`src/rtl/i2c_ee_pkg.sv`:
```
package i2c_ee_pkg;
  typedef enum logic [2:0] {
    ST_IDLE,   // ignore bus until START
    ST_DEV,    // receiving device address byte
    ST_AHI,    // receiving high memory address byte
    ST_ALO,    // receiving low memory address byte
    ST_WDATA,  // receiving data to store
    ST_RDATA   // transmitting stored data
  } ee_state_t;

  localparam int unsigned BYTE_BITS = 8;
endpackage

```
`src/rtl/i2c_ee_sync.sv`:
```
module i2c_ee_sync #(
  parameter int unsigned LANES  = 2,
  parameter int unsigned STAGES = 2
) (
  input  logic             clk,
  input  logic             rst_n,
  input  logic [LANES-1:0] async_i,
  output logic [LANES-1:0] sync_o,
  output logic [LANES-1:0] prev_o
);
  for (genvar g = 0; g < LANES; g++) begin : g_lane
    logic [STAGES:0] chain;
    always_ff @(posedge clk or negedge rst_n) begin
      if (!rst_n) chain <= '1;  // bus idles high
      else        chain <= {chain[STAGES-1:0], async_i[g]};
    end
    assign sync_o[g] = chain[STAGES-1];
    assign prev_o[g] = chain[STAGES];
  end
endmodule

```
`src/rtl/i2c_ee_mem.sv`:
```
module i2c_ee_mem #(
  parameter int unsigned DEPTH = 256,
  parameter int unsigned AW    = $clog2(DEPTH)
) (
  input  logic          clk,
  input  logic          rst_n,
  input  logic          we,
  input  logic [AW-1:0] addr,
  input  logic [7:0]    wdata,
  output logic [7:0]    rdata
);
  logic [7:0] cells [DEPTH];

  always_ff @(posedge clk or negedge rst_n) begin
    if (!rst_n) begin
      for (int i = 0; i < DEPTH; i++) cells[i] <= '0;
    end else if (we) begin
      cells[addr] <= wdata;
    end
  end

  assign rdata = cells[addr];
endmodule

```
`src/rtl/i2c_eeprom_target.sv`:
```
module i2c_eeprom_target
  import i2c_ee_pkg::*;
#(
  parameter logic [6:0]  DEV_ADDR   = 7'h50,
  parameter int unsigned ADDR_BYTES = 2,
  parameter int unsigned MEM_DEPTH  = 256,
  parameter int unsigned PAGE_SIZE  = 16
) (
  input  logic clk,
  input  logic rst_n,
  input  logic scl_i,
  input  logic sda_i,
  output logic sda_pull_o
);
  localparam int unsigned AW    = $clog2(MEM_DEPTH);
  localparam int unsigned ABITS = ADDR_BYTES * BYTE_BITS;
  localparam logic [AW-1:0] PMASK = AW'(PAGE_SIZE - 1);

  // synchronised bus lines: lane 1 = SCL, lane 0 = SDA
  logic [1:0] lvl, lvl_q;
  i2c_ee_sync #(.LANES(2), .STAGES(2)) u_sync (
    .clk(clk), .rst_n(rst_n), .async_i({scl_i, sda_i}),
    .sync_o(lvl), .prev_o(lvl_q)
  );

  logic scl_s, sda_s, scl_rise, scl_fall, start_det, stop_det;
  assign scl_s     = lvl[1];
  assign sda_s     = lvl[0];
  assign scl_rise  =  lvl[1] & ~lvl_q[1];
  assign scl_fall  = ~lvl[1] &  lvl_q[1];
  assign start_det =  lvl[1] & lvl_q[1] &  lvl_q[0] & ~lvl[0];
  assign stop_det  =  lvl[1] & lvl_q[1] & ~lvl_q[0] &  lvl[0];

  ee_state_t     state;
  logic [3:0]    bit_cnt;
  logic [7:0]    shreg;
  logic [7:0]    addr_hi;
  logic [AW-1:0] ptr;
  logic          rw_q, nack_q, pull_q;

  // assembled memory address
  logic [ABITS-1:0] full_addr;
  if (ADDR_BYTES == 2) begin : g_two_byte
    assign full_addr = {addr_hi, shreg};
  end else begin : g_one_byte
    assign full_addr = shreg;
  end

  logic [AW-1:0] ptr_page_next, ptr_lin_next;
  assign ptr_page_next = (ptr & ~PMASK) | ((ptr + 1'b1) & PMASK);
  assign ptr_lin_next  = ptr + 1'b1;

  logic       byte_end, ack_end, mem_we;
  logic [7:0] rdata;
  assign byte_end = scl_fall && (bit_cnt == 4'd8) && !start_det && !stop_det;
  assign ack_end  = scl_fall && (bit_cnt == 4'd9) && !start_det && !stop_det;
  assign mem_we   = byte_end && (state == ST_WDATA);

  i2c_ee_mem #(.DEPTH(MEM_DEPTH), .AW(AW)) u_mem (
    .clk(clk), .rst_n(rst_n), .we(mem_we), .addr(ptr),
    .wdata(shreg), .rdata(rdata)
  );

  always_ff @(posedge clk or negedge rst_n) begin
    if (!rst_n) begin
      state   <= ST_IDLE;
      bit_cnt <= '0;
      shreg   <= '0;
      addr_hi <= '0;
      ptr     <= '0;
      rw_q    <= 1'b0;
      nack_q  <= 1'b0;
      pull_q  <= 1'b0;
    end else if (start_det) begin
      state   <= ST_DEV;
      bit_cnt <= '0;
      pull_q  <= 1'b0;
    end else if (stop_det) begin
      state   <= ST_IDLE;
      bit_cnt <= '0;
      pull_q  <= 1'b0;
    end else if (state != ST_IDLE) begin
      if (scl_rise) begin
        bit_cnt <= bit_cnt + 1'b1;
        if (bit_cnt < 4'd8) begin
          if (state != ST_RDATA) shreg <= {shreg[6:0], sda_s};
        end else if (state == ST_RDATA) begin
          nack_q <= sda_s;
        end
      end
      if (byte_end) begin
        unique case (state)
          ST_DEV: begin
            if (shreg[7:1] == DEV_ADDR) begin
              pull_q <= 1'b1;
              rw_q   <= shreg[0];
            end else begin
              state <= ST_IDLE;
            end
          end
          ST_AHI:   begin addr_hi <= shreg; pull_q <= 1'b1; end
          ST_ALO:   begin ptr <= full_addr[AW-1:0]; pull_q <= 1'b1; end
          ST_WDATA: begin ptr <= ptr_page_next; pull_q <= 1'b1; end
          ST_RDATA: begin ptr <= ptr_lin_next; pull_q <= 1'b0; end
          default:  ;
        endcase
      end else if (ack_end) begin
        bit_cnt <= '0;
        pull_q  <= 1'b0;
        unique case (state)
          ST_DEV: begin
            if (rw_q) begin
              state  <= ST_RDATA;
              shreg  <= rdata;
              pull_q <= ~rdata[7];
            end else begin
              state <= (ADDR_BYTES == 2) ? ST_AHI : ST_ALO;
            end
          end
          ST_AHI:   state <= ST_ALO;
          ST_ALO:   state <= ST_WDATA;
          ST_WDATA: state <= ST_WDATA;
          ST_RDATA: begin
            if (nack_q) begin
              state <= ST_IDLE;
            end else begin
              shreg  <= rdata;
              pull_q <= ~rdata[7];
            end
          end
          default: ;
        endcase
      end else if (scl_fall && state == ST_RDATA && bit_cnt != 4'd0) begin
        shreg  <= {shreg[6:0], 1'b0};
        pull_q <= ~shreg[6];
      end
    end
  end

  assign sda_pull_o = pull_q;
endmodule

```
`config.mk`:
```
export PLATFORM = sky130hd
export DESIGN_NAME = i2c_eeprom_target
export DESIGN_NICKNAME = d
export VERILOG_FILES = /design/src/rtl/i2c_ee_pkg.sv /design/src/rtl/i2c_ee_sync.sv /design/src/rtl/i2c_ee_mem.sv /design/src/rtl/i2c_eeprom_target.sv
export SDC_FILE = /design/constraint.sdc
export NUM_CORES = 2
export LEC_CHECK = 0
export BUFFER_PORTS_ARGS = -buffer_cell sky130_fd_sc_hd__buf_2
export CORE_ASPECT_RATIO = 0.6
export CORE_UTILIZATION = 39
export CTS_BUF_LIST = sky130_fd_sc_hd__clkbuf_16
export CTS_CLUSTER_SIZE = 10
export DETAILED_ROUTE_END_ITERATION = 16
export PLACE_DENSITY = 0.65
export SLEW_MARGIN = 10
export SYNTH_ARGS = -nofsm -noshare
export SYNTH_HDL_FRONTEND = slang
export SYNTH_SLANG_ARGS = --single-unit
```
`constraint.sdc`:
```
create_clock -name clk -period 7.35 [get_ports clk]
set_input_delay 0.735 -clock clk [delete_from_list [all_inputs] [get_ports clk]]
set_output_delay 0.735 -clock clk [all_outputs]
set_load 0.03 [all_outputs]
```
After elaboration in Yosys (flattened, before gate mapping) --
Cells that the tools add are included.
Cells by class: reductions and logical operators 27, add/subtract/negate cells 2, bitwise gates (word level) 18, order comparisons 3, equal/unequal tests 14, mux-type cells 43
Operator list (count):
- 2048-bit bitwise mux | 1
- 8-bit two-way mux | 11
- 8-bit binary-select mux with 8-bit select | 1
- 8-bit demux with 8-bit select | 1
- 3-bit two-way mux | 9
- 4-bit two-way mux | 6
- 8-bit one-hot mux with 3 select lines | 1
- 6-bit AND reduction | 3
- 8-bit one-hot mux with 2 select lines | 1
- 3-bit one-hot mux with 4 select lines | 1
- 1-bit logical AND | 10
- 5-bit != test, second input constant | 2
- 9-bit >= comparator, second input constant | 1
- 9-bit by 1-bit < comparator with 1-bit output, second input constant | 1
- 1-bit two-way mux | 9
- 1-bit NOT | 9
- 8-bit NOT with 9-bit output | 1
- 3-bit nonzero test | 3
- 8-bit by 1-bit adder with 8-bit output, second input constant | 1
- 4-bit == test, second input constant | 2
- 8-bit by 4-bit OR with 8-bit output | 1
- 4-bit nonzero test | 2
- 1-bit bitwise AND | 7
- 7-bit == test, second input constant | 1
- other kinds (19) | 22
Storage, ports and cells: input port bits 4, word-level logic and storage cells 372, flip-flop bits (word level) 2080, output and inout port bits 1

Logic depth before layout (Yosys ltp) --
word-level depth 12, mapped depth 14, depth with buffers taken out 10

Cells and area by module --
Synthesis repeated with hierarchy kept, for this count alone.
Second synthesis, totals: cell total of the unflattened synthesis 6062, area, all modules 94861.0 µm²
Modules (own cells, without submodules):
- i2c_ee_mem | sequential area each 51249.2 µm², area each 92711.4 µm², instances 1, cells each 5832
- i2c_eeprom_target | sequential area each 650.6 µm², area each 1961.9 µm², instances 1, cells each 220
- i2c_ee_sync | sequential area each 157.7 µm², area each 187.7 µm², instances 1, cells each 10

Worst setup path after synthesis --
OpenSTA, ideal clock, no wires.
path type reg2reg, start reg ptr[1], end reg u_mem.cells[752] (netlist name), cell stages (with the launch flop) 12, clock period less this slack 3.313 ns, setup slack 4.037 ns, required time 7.225 ns, setup time 0.125 ns, arrival 3.188 ns, buffers on the path 5, cells stage by stage dfrtp_1 -> buf_2 -> buf_2 -> buf_1 -> inv_1 -> ha_1 -> or3b_2 -> clkbuf_1 -> or3_1 -> clkbuf_1 -> nor2_1 -> mux2_2
On the way: longest elaborated chain between the ends 6, elaborated cells between the ends (all ways) 7, those cells by class order compare: 2; mux: 3; bitwise: 1; reduce/logical: 1
Ends and longest elaborated chain:
- from (decl) | RTL line i2c_eeprom_target.sv:38 | logic [AW-1:0] ptr;
- from (signal assigned) | RTL line i2c_eeprom_target.sv:70 | ptr <= '0;
- from (signal assigned) | RTL line i2c_eeprom_target.sv:102 | ST_ALO: begin ptr <= full_addr[AW-1:0]; pull_q <= 1'b1; end
- from (signal assigned) | RTL line i2c_eeprom_target.sv:103 | ST_WDATA: begin ptr <= ptr_page_next; pull_q <= 1'b1; end
- 8-bit NOT with 9-bit output (implied by the code) (*) | RTL line i2c_ee_mem.sv:18 | cells[addr] <= wdata;
- 9-bit >= comparator (implied by the code) / 9-bit by 1-bit < comparator with 1-bit output (equally long branches) | RTL line i2c_ee_mem.sv:18
- 1-bit logical AND (implied by the code) | RTL line i2c_ee_mem.sv:18
- 8-bit two-way mux (implied by the code) | RTL line i2c_ee_mem.sv:18
- 8-bit demux with 8-bit select (*) | RTL line i2c_ee_mem.sv:18
- 2048-bit bitwise mux (*) | RTL line i2c_ee_mem.sv:18
- to (signal, indexed assignment) | RTL line i2c_ee_mem.sv:18
- to (decl) | RTL line i2c_ee_mem.sv:12 | logic [7:0] cells [DEPTH];
Every way passes the cells marked *; elsewhere a longest branch is shown, timed or not. A chain may end at the register's enable or synchronous reset.

Worst setup path in the final report --
start reg ptr[1], end reg u_mem.cells[2039] (netlist name)
The elaborated chain is that of the path after synthesis.

==> metrics <==
Net Sw Frac 26.82%; Hold Crit Class reg2reg; ranking of synthesized cells by area dfrtp_1, mux2_2, mux4_2; P_sw 0.006343 W; GRT overflow 0; port bufs 4; Yosys cell types 66; sequential fraction of the synthesis area 54.77%; synthesis-stage register bit count 2080; final core occ 43.43%; critical path arrival 5570 ps; RSZ-0062 raised after global routing no; pin count of the biggest net entering global routing 181; die area 245800 um2; crit share post-route 65.82%; cell row count 139; final std cells w/o fill 9188; Final Wtd Congestion 0.9176; synthesized area per cell 15.84 um2; WL/cell 29.04 um; dpl hpwl 169.8 mm; Final Critical Period 4838 ps; relative slew slack 11.13%; Syn-to-layout area delta 9.977%; Reg power frac 50.2%; # hold bufs at CTS 3; WL met1 126.9 mm; asr flop ratio synth 100.0%; # IOs 5; Max Slew Vio Count 0; Die W 639.3 um; Placed Cells 8905; Synth Warn # 0; CTS tree done; predominant post-synthesis flop cell dfrtp_1; worst endpoint required time 8090 ps; count leader, synth dfrtp_1; Startpoint Class register; top cell type's share of synthesized area 54.60%; actual slew at the worst max-slew pin 1330 ps; max-cap viol count 0; layout cells sized above 1 51.69%; Initial Utilization 39.49%; Mapped Area 95050 um2; clk_lat worst skew 890 ps; Fin Setup TNS 0 ps; biggest area consumer among synthesized cells dfrtp_1; Worst-path clk slew 70 ps; post_cts resized 0; all-layer global routing usage 21.91%; H-tree levels 4; CTS root buffer clkbuf_16; routed wire length 266.8 mm; Met2 Routed Length 107.0 mm; top cells by count, synth dfrtp_1, mux2_2, mux4_2; Pwr Density 226.3 nW/um2; Int Pwr 0.01731 W; CP Max Fanout 35; vias in the first global route 56583; drt via density 5.951; WHS 403.2 ps; initial antenna violation count 21; crit end category register; Residual DRC 0; DR top layer met5; Antenna Nets Post-Route 0; Synthesized Nets 6014; fin nets 5914; First-pass DRT Iterations 5; status complete, no violations; clock power share 42.7%; first-pass GRT wire length 401.0 mm; leakage dissipation 48.11 nW; WL met3 27.23 mm; maximum VDD drop 186.8 uV; die height 384.4 um; Crit Path Class reg2reg; Setup Skew 37.85 ps; core area 240700 um2; Post-synth EDFFs 0; CTS Buffer Depth 4; Comb power frac 7.1%; Synth Instances 6002; Num CTS Buffers 234; FMAX 206.7 MHz; Setup-failing EPs final 0; vias 54680; CTS sink cnt 2080; initial DRC count 5286; Post-CTS Repair Setup Buffers 0; Final Hold Violating Endpoints 0
==> cells in the final DEF (no fill, tap or decap), drive strengths merged, types with 10 or more instances in the layout <==
master  synthesis  layout
nor2b          15      15
inv            13      49
buf           112     117
nand3          65      65
clkbuf        344     235
o22ai          15      15
a21oi          46      46
mux2         2062    2062
nor3           11      11
mux4          593     593
nor2          299     299
dfrtp        2074    2074
a31oi          10      10
o21ai          37      37
nand4          10      10
nand2          72      72
a22oi          35      35
mux2i          62      62
==> cell type report <==
cell class,count,area [um2]
Antenna cell,6,15.01
Fill cell,21140,136200
Tap cell,3243,4058
Timing Repair Buffer,120,1159
Clock inverter,38,210.2
Inverter,15,56.30
Multi-Input combinational cell,3451,41050
Sequential cell,2080,52100
Clock buffer,235,5881
==> routing by layer <==
metal / up-vias / track usage (%)
li1: 22151 / -
met1: 30204 / 34.09
met2: 1869 / 29.00
met3: 426 / 7.615
met4: 30 / 4.676
met5: - / 0
==> registers in the layout, indices dropped and copies added (netlist names) <==
signal	flops
u_mem.cells	2048
ptr	8
shreg	8
u_sync.g_lane.chain	6
bit_cnt	4
state	3
nack_q	1
rw_q	1
sda_pull_o	1
==> worst paths after layout <==
| path | startpoint | slack (ps) | cells past startpoint | endpoint |
|---|---|---|---|---|
| hold reg to reg | u_sync.g_lane[1].chain[1]$_DFF_PN1_ | 400 | 0 | u_sync.g_lane[1].chain[2]$_DFF_PN1_ |
| setup / recovery | ptr[1]$_DFFE_PN0P_ | 2510 | 6 | u_mem.cells[2039]$_DFFE_PN0P_ |
| min in group asynchronous | rst_n | 420 | 2 | u_mem.cells[1956]$_DFFE_PN0P_ |
| max in group asynchronous | rst_n | 4840 | 4 | u_mem.cells[1326]$_DFFE_PN0P_ |
| setup reg to reg | ptr[1]$_DFFE_PN0P_ | 2510 | 6 | u_mem.cells[2039]$_DFFE_PN0P_ |
| hold / removal | u_sync.g_lane[1].chain[1]$_DFF_PN1_ | 400 | 0 | u_sync.g_lane[1].chain[2]$_DFF_PN1_ |
==> power by group through the flow <==
stage                     clock network (W)  logic, W  registers (W)
after floorplan                           0   0.00104         0.0117
after global placement                    0   0.00160         0.0120
after detailed placement                  0   0.00165         0.0121
after CTS                            0.0103   0.00166         0.0118
after global routing                 0.0108   0.00180         0.0119
final                                0.0101   0.00168         0.0119
==> logic make-up (layout without fill, tap and decap cells) <==
group,count (synthesis),count (layout),synth area share [%]
multiplexers,2717,2717,39.13
flip-flops,2080,2080,54.77
AND/OR/NAND/NOR,516,516,2.413
buffers and inverters,471,408,2.096
AO/OA/AOI/OAI,208,208,1.463
adder cells (fa/ha/maj),8,8,0.1053
XOR/XNOR,2,2,0.01843
other,0,6,0
==> critical path, stage by stage (launching register included) <==
cell and delay (ps):
dfrtp_4 750, inv_1 520, ha_1 360, or3b_2 740
or3_1 820, nor2_1 1030, mux2_2 430
==> stage by stage <==
stage / cell area, um2 / total power [W] / worst slack, ps
after global routing: 104500 / 0.02447 / 2503
after detailed placement: 98370 / 0.01371 / 2142
after CTS: 104500 / 0.02383 / 2132
after floorplan: 95050 / 0.01275 / 4037
final: 104500 / 0.02365 / 2512
after global placement: 98370 / 0.01365 / 2267
Note: power is estimated with default switching activity, not from simulation.
